[config.mk]
export PLATFORM = sky130hd
export DESIGN_NAME = sspfe_top
export DESIGN_NICKNAME = d
export VERILOG_FILES = /design/src/rtl/sspfe_pkg.sv /design/src/rtl/sspfe_fifo.sv /design/src/rtl/sspfe_irq.sv /design/src/rtl/sspfe_top.sv
export SDC_FILE = /design/constraint.sdc
export NUM_CORES = 1
export LEC_CHECK = 0
export BUFFER_PORTS_ARGS = -buffer_cell sky130_fd_sc_hd__buf_4
export CELL_PAD_IN_SITES_DETAIL_PLACEMENT = 0
export CELL_PAD_IN_SITES_GLOBAL_PLACEMENT = 1
export CORE_ASPECT_RATIO = 0.8
export CORE_MARGIN = 2
export CORE_UTILIZATION = 37
export DETAILED_ROUTE_END_ITERATION = 8
export GPL_ROUTABILITY_DRIVEN = 0
export PLACE_DENSITY_LB_ADDON = 0.12
export SLEW_MARGIN = 0
export SYNTH_ARGS = -nofsm -noshare
export SYNTH_HDL_FRONTEND = slang
export SYNTH_SLANG_ARGS = --single-unit
export TNS_END_PERCENT = 30
[constraint.sdc]
create_clock -name clk -period 4.81 [get_ports clk]
set_input_delay 1.2025 -clock clk [delete_from_list [all_inputs] [get_ports clk]]
set_output_delay 1.2025 -clock clk [all_outputs]
set_load 0.03 [all_outputs]
[src/rtl/sspfe_pkg.sv]
package sspfe_pkg;

    localparam int unsigned ADDR_W = 12;
    localparam int unsigned WORD_W = 16;

    localparam logic [ADDR_W-1:0] OFS_FRAME = 12'h000;
    localparam logic [ADDR_W-1:0] OFS_CTRL  = 12'h004;
    localparam logic [ADDR_W-1:0] OFS_DATA  = 12'h008;
    localparam logic [ADDR_W-1:0] OFS_STAT  = 12'h00C;
    localparam logic [ADDR_W-1:0] OFS_DIV   = 12'h010;
    localparam logic [ADDR_W-1:0] OFS_MASK  = 12'h014;
    localparam logic [ADDR_W-1:0] OFS_RAW   = 12'h018;
    localparam logic [ADDR_W-1:0] OFS_MSKD  = 12'h01C;
    localparam logic [ADDR_W-1:0] OFS_CLR   = 12'h020;
    localparam logic [ADDR_W-1:0] OFS_DMA   = 12'h024;
    localparam logic [ADDR_W-1:0] OFS_IDWIN = 12'hFE0;

    typedef enum logic [3:0] {
        RG_FRAME, RG_CTRL, RG_DATA, RG_STAT, RG_DIV, RG_MASK,
        RG_RAW, RG_MSKD, RG_CLR, RG_DMA, RG_ID, RG_NONE
    } reg_sel_e;

    // Status word: packed MSB first, so busy lands on bit 4.
    typedef struct packed {
        logic busy;
        logic rx_full;
        logic rx_nempty;
        logic tx_nfull;
        logic tx_empty;
    } stat_t;

    // Raw interrupt word: tx level on bit 3, overrun on bit 0.
    typedef struct packed {
        logic tx_lvl;
        logic rx_lvl;
        logic rx_tmo;
        logic rx_ovr;
    } irq_t;

    function automatic reg_sel_e decode_ofs(input logic [ADDR_W-1:0] a);
        reg_sel_e s;
        if (a[1:0] != 2'b00) begin
            s = RG_NONE;
        end else if (a >= OFS_IDWIN) begin
            s = RG_ID;
        end else begin
            case (a)
                OFS_FRAME: s = RG_FRAME;
                OFS_CTRL:  s = RG_CTRL;
                OFS_DATA:  s = RG_DATA;
                OFS_STAT:  s = RG_STAT;
                OFS_DIV:   s = RG_DIV;
                OFS_MASK:  s = RG_MASK;
                OFS_RAW:   s = RG_RAW;
                OFS_MSKD:  s = RG_MSKD;
                OFS_CLR:   s = RG_CLR;
                OFS_DMA:   s = RG_DMA;
                default:   s = RG_NONE;
            endcase
        end
        return s;
    endfunction

    function automatic logic [7:0] id_byte(input logic [2:0] idx);
        logic [7:0] b;
        case (idx)
            3'd0: b = 8'h22;
            3'd1: b = 8'h10;
            3'd2: b = 8'h04;
            3'd3: b = 8'h00;
            3'd4: b = 8'h0D;
            3'd5: b = 8'hF0;
            3'd6: b = 8'h05;
            default: b = 8'hB1;
        endcase
        return b;
    endfunction

    // Keep the low (sz+1) bits of a word.
    function automatic logic [WORD_W-1:0] size_mask(input logic [3:0] sz);
        logic [WORD_W:0] m;
        m = ({{WORD_W{1'b0}}, 1'b1} << ({1'b0, sz} + 5'd1)) - {{WORD_W{1'b0}}, 1'b1};
        return m[WORD_W-1:0];
    endfunction

endpackage

[src/rtl/sspfe_fifo.sv]
module sspfe_fifo #(
    parameter int unsigned W     = 16,
    parameter int unsigned DEPTH = 8
) (
    input  logic                       clk,
    input  logic                       rst,
    input  logic                       push,
    input  logic [W-1:0]               pdata,
    input  logic                       pop,
    output logic [W-1:0]               head,
    output logic [$clog2(DEPTH+1)-1:0] cnt,
    output logic                       full,
    output logic                       empty
);
    localparam int unsigned PTR_W = (DEPTH > 1) ? $clog2(DEPTH) : 1;
    localparam int unsigned CNT_W = $clog2(DEPTH+1);

    logic [W-1:0]     mem [DEPTH];
    logic [PTR_W-1:0] wptr, rptr;
    logic [CNT_W-1:0] cnt_q;
    logic             do_push, do_pop;

    assign full    = (cnt_q == CNT_W'(DEPTH));
    assign empty   = (cnt_q == '0);
    assign do_push = push && !full;
    assign do_pop  = pop && !empty;
    assign head    = mem[rptr];
    assign cnt     = cnt_q;

    function automatic logic [PTR_W-1:0] bump(input logic [PTR_W-1:0] p);
        return (p == PTR_W'(DEPTH-1)) ? '0 : p + 1'b1;
    endfunction

    always_ff @(posedge clk) begin
        if (rst) begin
            wptr  <= '0;
            rptr  <= '0;
            cnt_q <= '0;
        end else begin
            if (do_push) begin
                mem[wptr] <= pdata;
                wptr      <= bump(wptr);
            end
            if (do_pop) begin
                rptr <= bump(rptr);
            end
            case ({do_push, do_pop})
                2'b10:   cnt_q <= cnt_q + 1'b1;
                2'b01:   cnt_q <= cnt_q - 1'b1;
                default: cnt_q <= cnt_q;
            endcase
        end
    end
endmodule

[src/rtl/sspfe_irq.sv]
module sspfe_irq
    import sspfe_pkg::*;
#(
    parameter int unsigned DEPTH = 8,
    parameter int unsigned CNT_W = $clog2(DEPTH+1)
) (
    input  logic             clk,
    input  logic             rst,
    input  logic [CNT_W-1:0] tx_cnt,
    input  logic [CNT_W-1:0] rx_cnt,
    input  logic             ovr_evt,
    input  logic             clr_we,
    input  logic [1:0]       clr_bits,
    input  logic             mask_we,
    input  logic [3:0]       mask_in,
    output irq_t             raw,
    output logic [3:0]       mask,
    output logic             irq_o
);
    localparam logic [CNT_W-1:0] LVL = CNT_W'(DEPTH / 2);

    logic       ovr_q, tmo_q;
    logic [3:0] mask_q;

    always_ff @(posedge clk) begin
        if (rst) begin
            ovr_q  <= 1'b0;
            tmo_q  <= 1'b0;
            mask_q <= '0;
        end else begin
            if (mask_we) mask_q <= mask_in;
            if (clr_we && clr_bits[1]) tmo_q <= 1'b0;
            if (ovr_evt) begin
                ovr_q <= 1'b1;
            end else if (clr_we && clr_bits[0]) begin
                ovr_q <= 1'b0;
            end
        end
    end

    always_comb begin
        raw.tx_lvl = (tx_cnt <= LVL);
        raw.rx_lvl = (rx_cnt >= LVL);
        raw.rx_tmo = tmo_q;
        raw.rx_ovr = ovr_q;
    end

    assign mask  = mask_q;
    assign irq_o = |(raw & mask_q);
endmodule

[src/rtl/sspfe_top.sv]
module sspfe_top
    import sspfe_pkg::*;
#(
    parameter int unsigned DEPTH = 8
) (
    input  logic              clk,
    input  logic              rst,
    input  logic [ADDR_W-1:0] bus_addr,
    input  logic              bus_wr,
    input  logic              bus_rd,
    input  logic [31:0]       bus_wdata,
    output logic [31:0]       bus_rdata,
    output logic              bus_err,
    output logic              irq,
    output logic              eng_enable,
    output logic [3:0]        eng_size,
    output logic              tx_valid,
    output logic [WORD_W-1:0] tx_word,
    input  logic              tx_pop,
    input  logic              rx_push,
    input  logic [WORD_W-1:0] rx_word,
    output logic              rx_ready
);
    localparam int unsigned CNT_W = $clog2(DEPTH+1);

    reg_sel_e          sel;
    logic [15:0]       frame_q;
    logic [3:0]        ctrl_q;
    logic [7:0]        div_q;
    logic              err_q;
    logic [WORD_W-1:0] wmask;

    logic [CNT_W-1:0]  tx_cnt, rx_cnt;
    logic              tx_full, tx_empty, rx_full, rx_empty;
    logic [WORD_W-1:0] rx_head;
    logic              wr_data, rd_data;
    irq_t              raw_s;
    logic [3:0]        raw_bits;
    logic [3:0]        mask_q;
    stat_t             stat;

    assign sel     = decode_ofs(bus_addr);
    assign wmask   = size_mask(frame_q[3:0]);
    assign wr_data = bus_wr && (sel == RG_DATA);
    assign rd_data = bus_rd && (sel == RG_DATA);

    always_ff @(posedge clk) begin
        if (rst) begin
            frame_q <= '0;
            ctrl_q  <= '0;
            div_q   <= '0;
            err_q   <= 1'b0;
        end else begin
            err_q <= (bus_wr || bus_rd) && (sel == RG_NONE);
            if (bus_wr) begin
                case (sel)
                    RG_FRAME: frame_q <= bus_wdata[15:0];
                    RG_CTRL:  ctrl_q  <= bus_wdata[3:0];
                    RG_DIV:   div_q   <= bus_wdata[7:0];
                    default:  ;
                endcase
            end
        end
    end

    sspfe_fifo #(.W(WORD_W), .DEPTH(DEPTH)) u_txq (
        .clk   (clk),
        .rst   (rst),
        .push  (wr_data),
        .pdata (bus_wdata[WORD_W-1:0] & wmask),
        .pop   (tx_valid && tx_pop),
        .head  (tx_word),
        .cnt   (tx_cnt),
        .full  (tx_full),
        .empty (tx_empty)
    );

    sspfe_fifo #(.W(WORD_W), .DEPTH(DEPTH)) u_rxq (
        .clk   (clk),
        .rst   (rst),
        .push  (rx_push),
        .pdata (rx_word & wmask),
        .pop   (rd_data),
        .head  (rx_head),
        .cnt   (rx_cnt),
        .full  (rx_full),
        .empty (rx_empty)
    );

    sspfe_irq #(.DEPTH(DEPTH), .CNT_W(CNT_W)) u_irq (
        .clk      (clk),
        .rst      (rst),
        .tx_cnt   (tx_cnt),
        .rx_cnt   (rx_cnt),
        .ovr_evt  (rx_push && rx_full),
        .clr_we   (bus_wr && (sel == RG_CLR)),
        .clr_bits (bus_wdata[1:0]),
        .mask_we  (bus_wr && (sel == RG_MASK)),
        .mask_in  (bus_wdata[3:0]),
        .raw      (raw_s),
        .mask     (mask_q),
        .irq_o    (irq)
    );

    assign raw_bits = raw_s;

    always_comb begin
        stat.busy      = !tx_empty;
        stat.rx_full   = rx_full;
        stat.rx_nempty = !rx_empty;
        stat.tx_nfull  = !tx_full;
        stat.tx_empty  = tx_empty;
    end

    always_comb begin
        bus_rdata = '0;
        case (sel)
            RG_FRAME: bus_rdata = {16'b0, frame_q};
            RG_CTRL:  bus_rdata = {28'b0, ctrl_q};
            RG_DATA:  bus_rdata = rx_empty ? '0 : {{(32-WORD_W){1'b0}}, rx_head};
            RG_STAT:  bus_rdata = {27'b0, stat};
            RG_DIV:   bus_rdata = {24'b0, div_q};
            RG_MASK:  bus_rdata = {28'b0, mask_q};
            RG_RAW:   bus_rdata = {28'b0, raw_bits};
            RG_MSKD:  bus_rdata = {28'b0, raw_bits & mask_q};
            RG_ID:    bus_rdata = {24'b0, id_byte(bus_addr[4:2])};
            default:  bus_rdata = '0;
        endcase
    end

    assign bus_err    = err_q;
    assign eng_enable = ctrl_q[1];
    assign eng_size   = frame_q[3:0];
    assign rx_ready   = !rx_full;
    assign tx_valid   = ctrl_q[1] && !tx_empty && !rx_full;
endmodule

==> results of run 1 <==
-- cell families (layout without fill, tap and decap cells) --
logic type | after synthesis | in the layout | synth area share [%]
flops | 316 | 316 | 65.7
other cells | 2 | 17 | 0.0556
fa+ha+maj | 15 | 15 | 1.39
mux | 130 | 130 | 15.7
buf+inv | 79 | 201 | 2.92
compound gates | 93 | 93 | 4.72
simple gates | 226 | 226 | 8.88
xor+xnor | 9 | 9 | 0.583
-- flip-flops by register name, summed over array words and instances, names as in the netlist, named ones only --
signal	count
u_irq.ovr_q	1
u_txq.rptr	3
u_rxq.wptr	3
u_irq.mask	4
bus_err	1
u_rxq.rptr	3
div_q	8
u_rxq.mem	128
u_rxq.cnt	4
u_txq.mem	128
frame_q	16
ctrl_q	4
u_txq.cnt	4
u_txq.wptr	3
-- layout by cell type (no fill, tap or decap), types with 4 or more instances in the layout --
master | netlist | final
nor3b_1 | 4 | 4
or3_1 | 8 | 8
xor2_1 | 6 | 6
o211a_1 | 4 | 4
o211ai_1 | 4 | 4
mux2i_1 | 49 | 49
ha_1 | 15 | 15
edfxtp_1 | 256 | 256
clkbuf_8 | 0 | 4
nand4b_1 | 4 | 4
nor3_1 | 8 | 4
clkbuf_16 | 0 | 34
inv_1 | 6 | 6
nor4_1 | 10 | 8
nand2_1 | 51 | 51
a21oi_1 | 31 | 31
mux4_2 | 64 | 64
nor3_2 | 1 | 5
dfxtp_1 | 60 | 58
buf_4 | 21 | 132
nand3_1 | 8 | 8
mux2_2 | 17 | 17
clkinv_2 | 0 | 6
o221ai_1 | 4 | 4
or4_1 | 4 | 4
and2_1 | 7 | 7
conb_1 | 2 | 17
o21ai_0 | 25 | 25
nand2b_1 | 8 | 8
nor2_1 | 64 | 64
nor2b_1 | 17 | 17
clkbuf_1 | 35 | 9
and3_1 | 10 | 10
-- worst register-to-register path, stage by stage, from the launching register on --
cell     delay [ps]
dfxtp_1         450
nor4b_1         660
inv_1           350
and3_1          340
nand2_1         180
inv_1            80
ha_1            270
xor2_1          170
ha_1            180
a21oi_1         140
xor2_1           90
or3_1           310
a21oi_1         160
-- worst paths after layout --
path                 from      endpoint  slack (ps)
max           bus_addr[9]  bus_rdata[3]         190
max reg2reg  u_rxq.cnt[3]  u_txq.cnt[2]        1350
min              div_q[7]      div_q[7]         460
min reg2reg      div_q[7]      div_q[7]         460
-- through the flow --
step / cell area [um^2] / instances / worst slack, ps / utilization, % / hold slack [ps]
2_1_floorplan: 13600 / 885 / 125 / - / 427
3_3_place_gp: 14900 / 1425 / 175 / 41.4 / 448
3_5_place_dp: 14900 / 1425 / 186 / 41.4 / 454
4_1_cts: 16000 / 1487 / 174 / 44.5 / 462
5_1_grt: 16000 / 1487 / 92.4 / 44.5 / 487
6_report: 16000 / 1487 / 193 / 44.5 / 458
-- cell type report --
class	instances	area share, %
timing repair buffer	133	6.33
tap	480	3.76
multi-input combinational	490	27.2
clock buffer	47	5.88
sequential	316	55.6
inverter	6	0.141
clock inverter	15	1.03
-- synthesized netlist by cell type (all sizes together) (7+ instances only) --
cell,n
mux2i,49
ha,15
a21oi,31
or3,8
buf,38
mux4,64
o21ai,25
and3,10
nor3,10
nand3,8
edfxtp,256
dfxtp,60
nor2b,17
clkbuf,35
nand2,51
and2,7
mux2,17
nor4,12
nand2b,8
nor2,64
-- routing by layer --
metal	share of wire [%]	wire length (um)
met5	0	0
met4	1.7	553
met3	3.9	1270
met2	46	15300
met1	48	15800
-- power groups by stage --
stage	logic, mW	registers, mW	clock network [mW]
2_1_floorplan	0.0813	3.00	0
3_3_place_gp	0.141	3.00	0
3_5_place_dp	0.142	3.00	0
4_1_cts	0.142	2.94	2.66
5_1_grt	0.151	2.94	2.78
6_report	0.140	2.94	2.59
==> impl_metrics.tcl, run 1 <==
set metrics [dict create \
    grt_use_met3_pct 2.72 \
    cp_top_family "simple AND/OR/NAND/NOR gates" \
    ys_warn_count 0 \
    top_usage_layer "met2" \
    synth_top_area_share_pct 56.9 \
    path_depth 7 \
    finalNetCount 1062 \
    arrival_ps 3410 \
    drive_gt1_share_pct 28.4 \
    io_pins 123 \
    crit_path_start_kind "input pin" \
    cp_slowest_stage_delay_ps 590 \
    cp_common_cell "buf_4" \
    crit_path_cell_trace "buf_4 > or4_4 > nor4_4 > or2_2 > nor4_1 > or4_1 > buf_4" \
    p_sw_mw 1.15 \
    crit_fanout 7 \
    status "completed" \
    initial_utilization_pct 37.6 \
    multi_input_area_um2 4350 \
    grt_start_max_net_pins 41 \
    power_density_nw_per_um2 355 \
    setup_viol 0 \
    yosys-top-cells-area "edfxtp_1 57%, mux4_2 11%, dfxtp_1 8.9%" \
    cp.required_ps 3610 \
    power.total_mw 5.67 \
    drt-total-wl_mm 32.9 \
    intPower_mw 4.52 \
    die_area_um2 38100 \
    period_minus_slack_ps 4620 \
    ctsResizeCount 0 \
    max-vdd-ir-drop_v 0.000230 \
    worst_pin_slew_ps 1020 \
    path_buf_inv 2 \
    cts-buffers-inserted 34 \
    setup.worst_path.class "in -> out" \
    ant_nets 0 \
    seqCellArea_um2 8890 \
    p_clk_share_pct 45.6 \
    hold_violations 0 \
    root_buffer "clkbuf_16" \
    power_frac_comb_pct 2.5 \
    cts-hold-fix-buffers 0 \
    fin_setup_tns_ps 0 \
    use_met2_pct 27.4 \
    first_pass_iters 5 \
    swShare_pct 20.2 \
    diodes 0 \
    clk_latency_ps 530 \
    synth_edf_count 256 \
    r2r_cells 12 \
    overflow 0 \
    area_delta_synth_final_pct 18.2 \
    rsz0062_at_grt "no" \
    syn_inst 870 \
    endpoint_kind "output pin" \
    post_synth.cell_area_avg_um2 15.5 \
    maxCapViolCount 0 \
    max-slew-margin-rel_pct 32.1 \
    htreeDepth 2 \
    track_usage_pct 17.6 \
    grt_pass1_vias 7650 \
    dp_hpwl_mm 21.6 \
    syn-cell-area_um2 13500 \
    synth_area_leader_cell "edfxtp_1" \
    min_path_type "reg -> reg" \
    antenna_found_initial 0 \
    wl_per_cell_um 22.1 \
    period_share_pct 96.0 \
    synth_ff_type "edfxtp_1" \
    die_h_um 175 \
    synthArstFlopShare_pct 0 \
    drv_slew 0 \
    whs_path_depth 2 \
    clk_pin_slew_ps 60 \
    drc 0 \
    max_freq_mhz 217 \
    core_area_um2 35900 \
    finClkSkew_ps 20.6 \
    drt_first_iter_violations 585 \
    cts_tree "built" \
    netlist-cell-type-count 66 \
    power_frac_seq_pct 51.9 \
    ctsLongestPathBuffers 3 \
    rows 62 \
    fillers 3215 \
    vias_per_cell 5.18 \
    use_met1_pct 25.9 \
    vias 7708 \
    leakagePower_nw 5.43 \
    cp_slowest_cell "or4_4" \
    ys_seq_area_share_pct 65.7 \
    cts_sinks 316 \
    ys_seq_elements 316 \
    fp.dieW_um 218 \
    post_cts_buffers 0 \
    grt_pass1_wl_mm 49.3 \
    io_buffers 90 \
]
Power figures use the tool's default switching activity.
==> inputs of run 2 (changes only) <==
--- a/config.mk
+++ b/config.mk
@@ -6,6 +6,7 @@
 export NUM_CORES = 1
 export LEC_CHECK = 0
 export BUFFER_PORTS_ARGS = -buffer_cell sky130_fd_sc_hd__buf_4
+export CAP_MARGIN = 20
 export CELL_PAD_IN_SITES_DETAIL_PLACEMENT = 0
 export CELL_PAD_IN_SITES_GLOBAL_PLACEMENT = 1
 export CORE_ASPECT_RATIO = 0.8
@@ -13,6 +14,7 @@
 export CORE_UTILIZATION = 37
 export DETAILED_ROUTE_END_ITERATION = 8
 export GPL_ROUTABILITY_DRIVEN = 0
+export MAX_ROUTING_LAYER = met4
 export PLACE_DENSITY_LB_ADDON = 0.12
 export SLEW_MARGIN = 0
 export SYNTH_ARGS = -nofsm -noshare
==> run 2 against run 1 <==
Wire length shrank 0.12%. Largest cell class unchanged. Worst hold slack gained 2.5 ps. Register-to-register slack is essentially flat. Combinational power is essentially flat.
==> impl_metrics.tcl, run 2 (synthesis gave the netlist of run 1 again) <==
set metrics [dict create \
    fillers 3215 \
    drv_slew 0 \
    dp_hpwl_mm 21.6 \
    vias_per_cell 5.14 \
    worst_pin_slew_ps 1030 \
    cp.required_ps 3610 \
    grt_pass1_vias 7640 \
    rsz0062_at_grt "no" \
    cts-hold-fix-buffers 0 \
    reg2reg_slack_ps 1360 \
    status "completed" \
    core_area_um2 35900 \
    fin_setup_tns_ps 0 \
    ctsLongestPathBuffers 3 \
    crit_path_cell_trace "buf_4 > or4_4 > nor4_4 > or2_2 > nor4_1 > or4_1 > buf_4" \
    max_freq_mhz 216 \
    placed_cells 1425 \
    layout_common_cells "256 x edfxtp_1, 132 x buf_4, 64 x mux4_2, 64 x nor2_1, 58 x dfxtp_1" \
    setup_viol 0 \
    grt_use_met3_pct 2.65 \
    first_pass_iters 5 \
    rows 62 \
    finalNetCount 1062 \
    drt_first_iter_violations 589 \
    io_buffers 90 \
    htreeDepth 2 \
    leakagePower_nw 5.43 \
    path_buf_inv 2 \
    post_cts_buffers 0 \
    mostFrequentLayoutCell "edfxtp_1" \
    overflow 0 \
    power.total_mw 5.67 \
    die_area_um2 38100 \
    place_ws_ps 186 \
    drc 0 \
    die_h_um 175 \
    hold_violations 0 \
    io_pins 123 \
    cp_slowest_stage_delay_ps 590 \
    cts-buffers-inserted 34 \
    root_buffer "clkbuf_16" \
    use_met1_pct 25.8 \
    r2r_cells 12 \
    cts_sinks 316 \
    use_met2_pct 27.4 \
    multi_input_area_um2 4350 \
    setup.worst_path.class "in -> out" \
    setup_ws_ps 181 \
    crit_fanout 7 \
    fp.dieW_um 218 \
    vias 7646 \
    grt_pass1_wl_mm 49.3 \
    place_area_um2 14900 \
    wl_per_cell_um 22.1 \
    diodes 0 \
    cp_top_family "simple AND/OR/NAND/NOR gates" \
    seqCellArea_um2 8890 \
    power_density_nw_per_um2 355 \
    crit_path_start_kind "input pin" \
    period_share_pct 96.2 \
    drt-total-wl_mm 32.9 \
    period_minus_slack_ps 4630 \
    cp_common_cell "buf_4" \
    drive_gt1_share_pct 28.4 \
    track_usage_pct 18.1 \
    path_depth 7 \
    max-slew-margin-rel_pct 31.3 \
    arrival_ps 3430 \
    clk_latency_ps 530 \
    reg.largest.list "u_rxq.mem: 128 flops, u_txq.mem: 128 flops, frame_q: 16 flops" \
    finalInstanceArea_um2 16000 \
    ctsResizeCount 0 \
    whs_path_depth 2 \
    top_usage_layer "met2" \
    area_delta_synth_final_pct 18.2 \
    clk_pin_slew_ps 60 \
    cp_slowest_cell "or4_4" \
    initial_utilization_pct 37.6 \
    antenna_found_initial 0 \
    ant_nets 0 \
    endpoint_kind "output pin" \
    grt_start_max_net_pins 41 \
    maxCapViolCount 0 \
    layout.cells.non_filler 1487 \
    finClkSkew_ps 21.0 \
    cts_tree "built" \
    min_path_type "reg -> reg" \
    max-vdd-ir-drop_v 0.000230 \
]
-- run 2: cell counts in the layout (fill, tap and decap cells not counted) --
Identical to the previous run, type by type.
-- run 2: worst min-delay path: stages (launching register included) --
cell and delay, ps:
dfxtp_1 310, nand2_1 50, a21oi_1 50
-- run 2: area by class of cell --
type                    instances  share of cell area (%)
clock inverters                15                    1.03
inverters                       6                   0.141
clock buffers                  47                    5.88
well taps                     480                    3.76
repair buffers                133                    6.33
flip-flops and latches        316                    55.6
multi-input cells             490                    27.2
-- run 2: through the flow --
| stage | util [%] | hold WS (ps) |
|---|---|---|
| finish | 44.5 | 461 |
| floorplan | - | 427 |
| CTS | 44.5 | 462 |
| global route | 44.5 | 487 |
| detailed placement | 41.4 | 454 |
| global placement | 41.4 | 448 |
-- run 2: metal layers --
metal	part of all wire [%]	routed length [um]
met5	0	0
met4	1.8	585
met3	3.8	1250
met2	47	15300
met1	48	15700
-- run 2: where the power goes --
part	total, mW	switching [mW]	leakage, nW	internal, mW
Sequential	2.94	0.00821	2.74	2.94
Combinational	0.140	0.0883	2.15	0.0515
Clock	2.59	1.05	0.545	1.54
-- run 2: path summary, 6_finish.rpt --
check	from	to
min	div_q[7]	div_q[7]
max	bus_addr[9]	bus_rdata[3]
min reg2reg	div_q[7]	div_q[7]
max reg2reg	u_rxq.cnt[3]	u_txq.cnt[2]
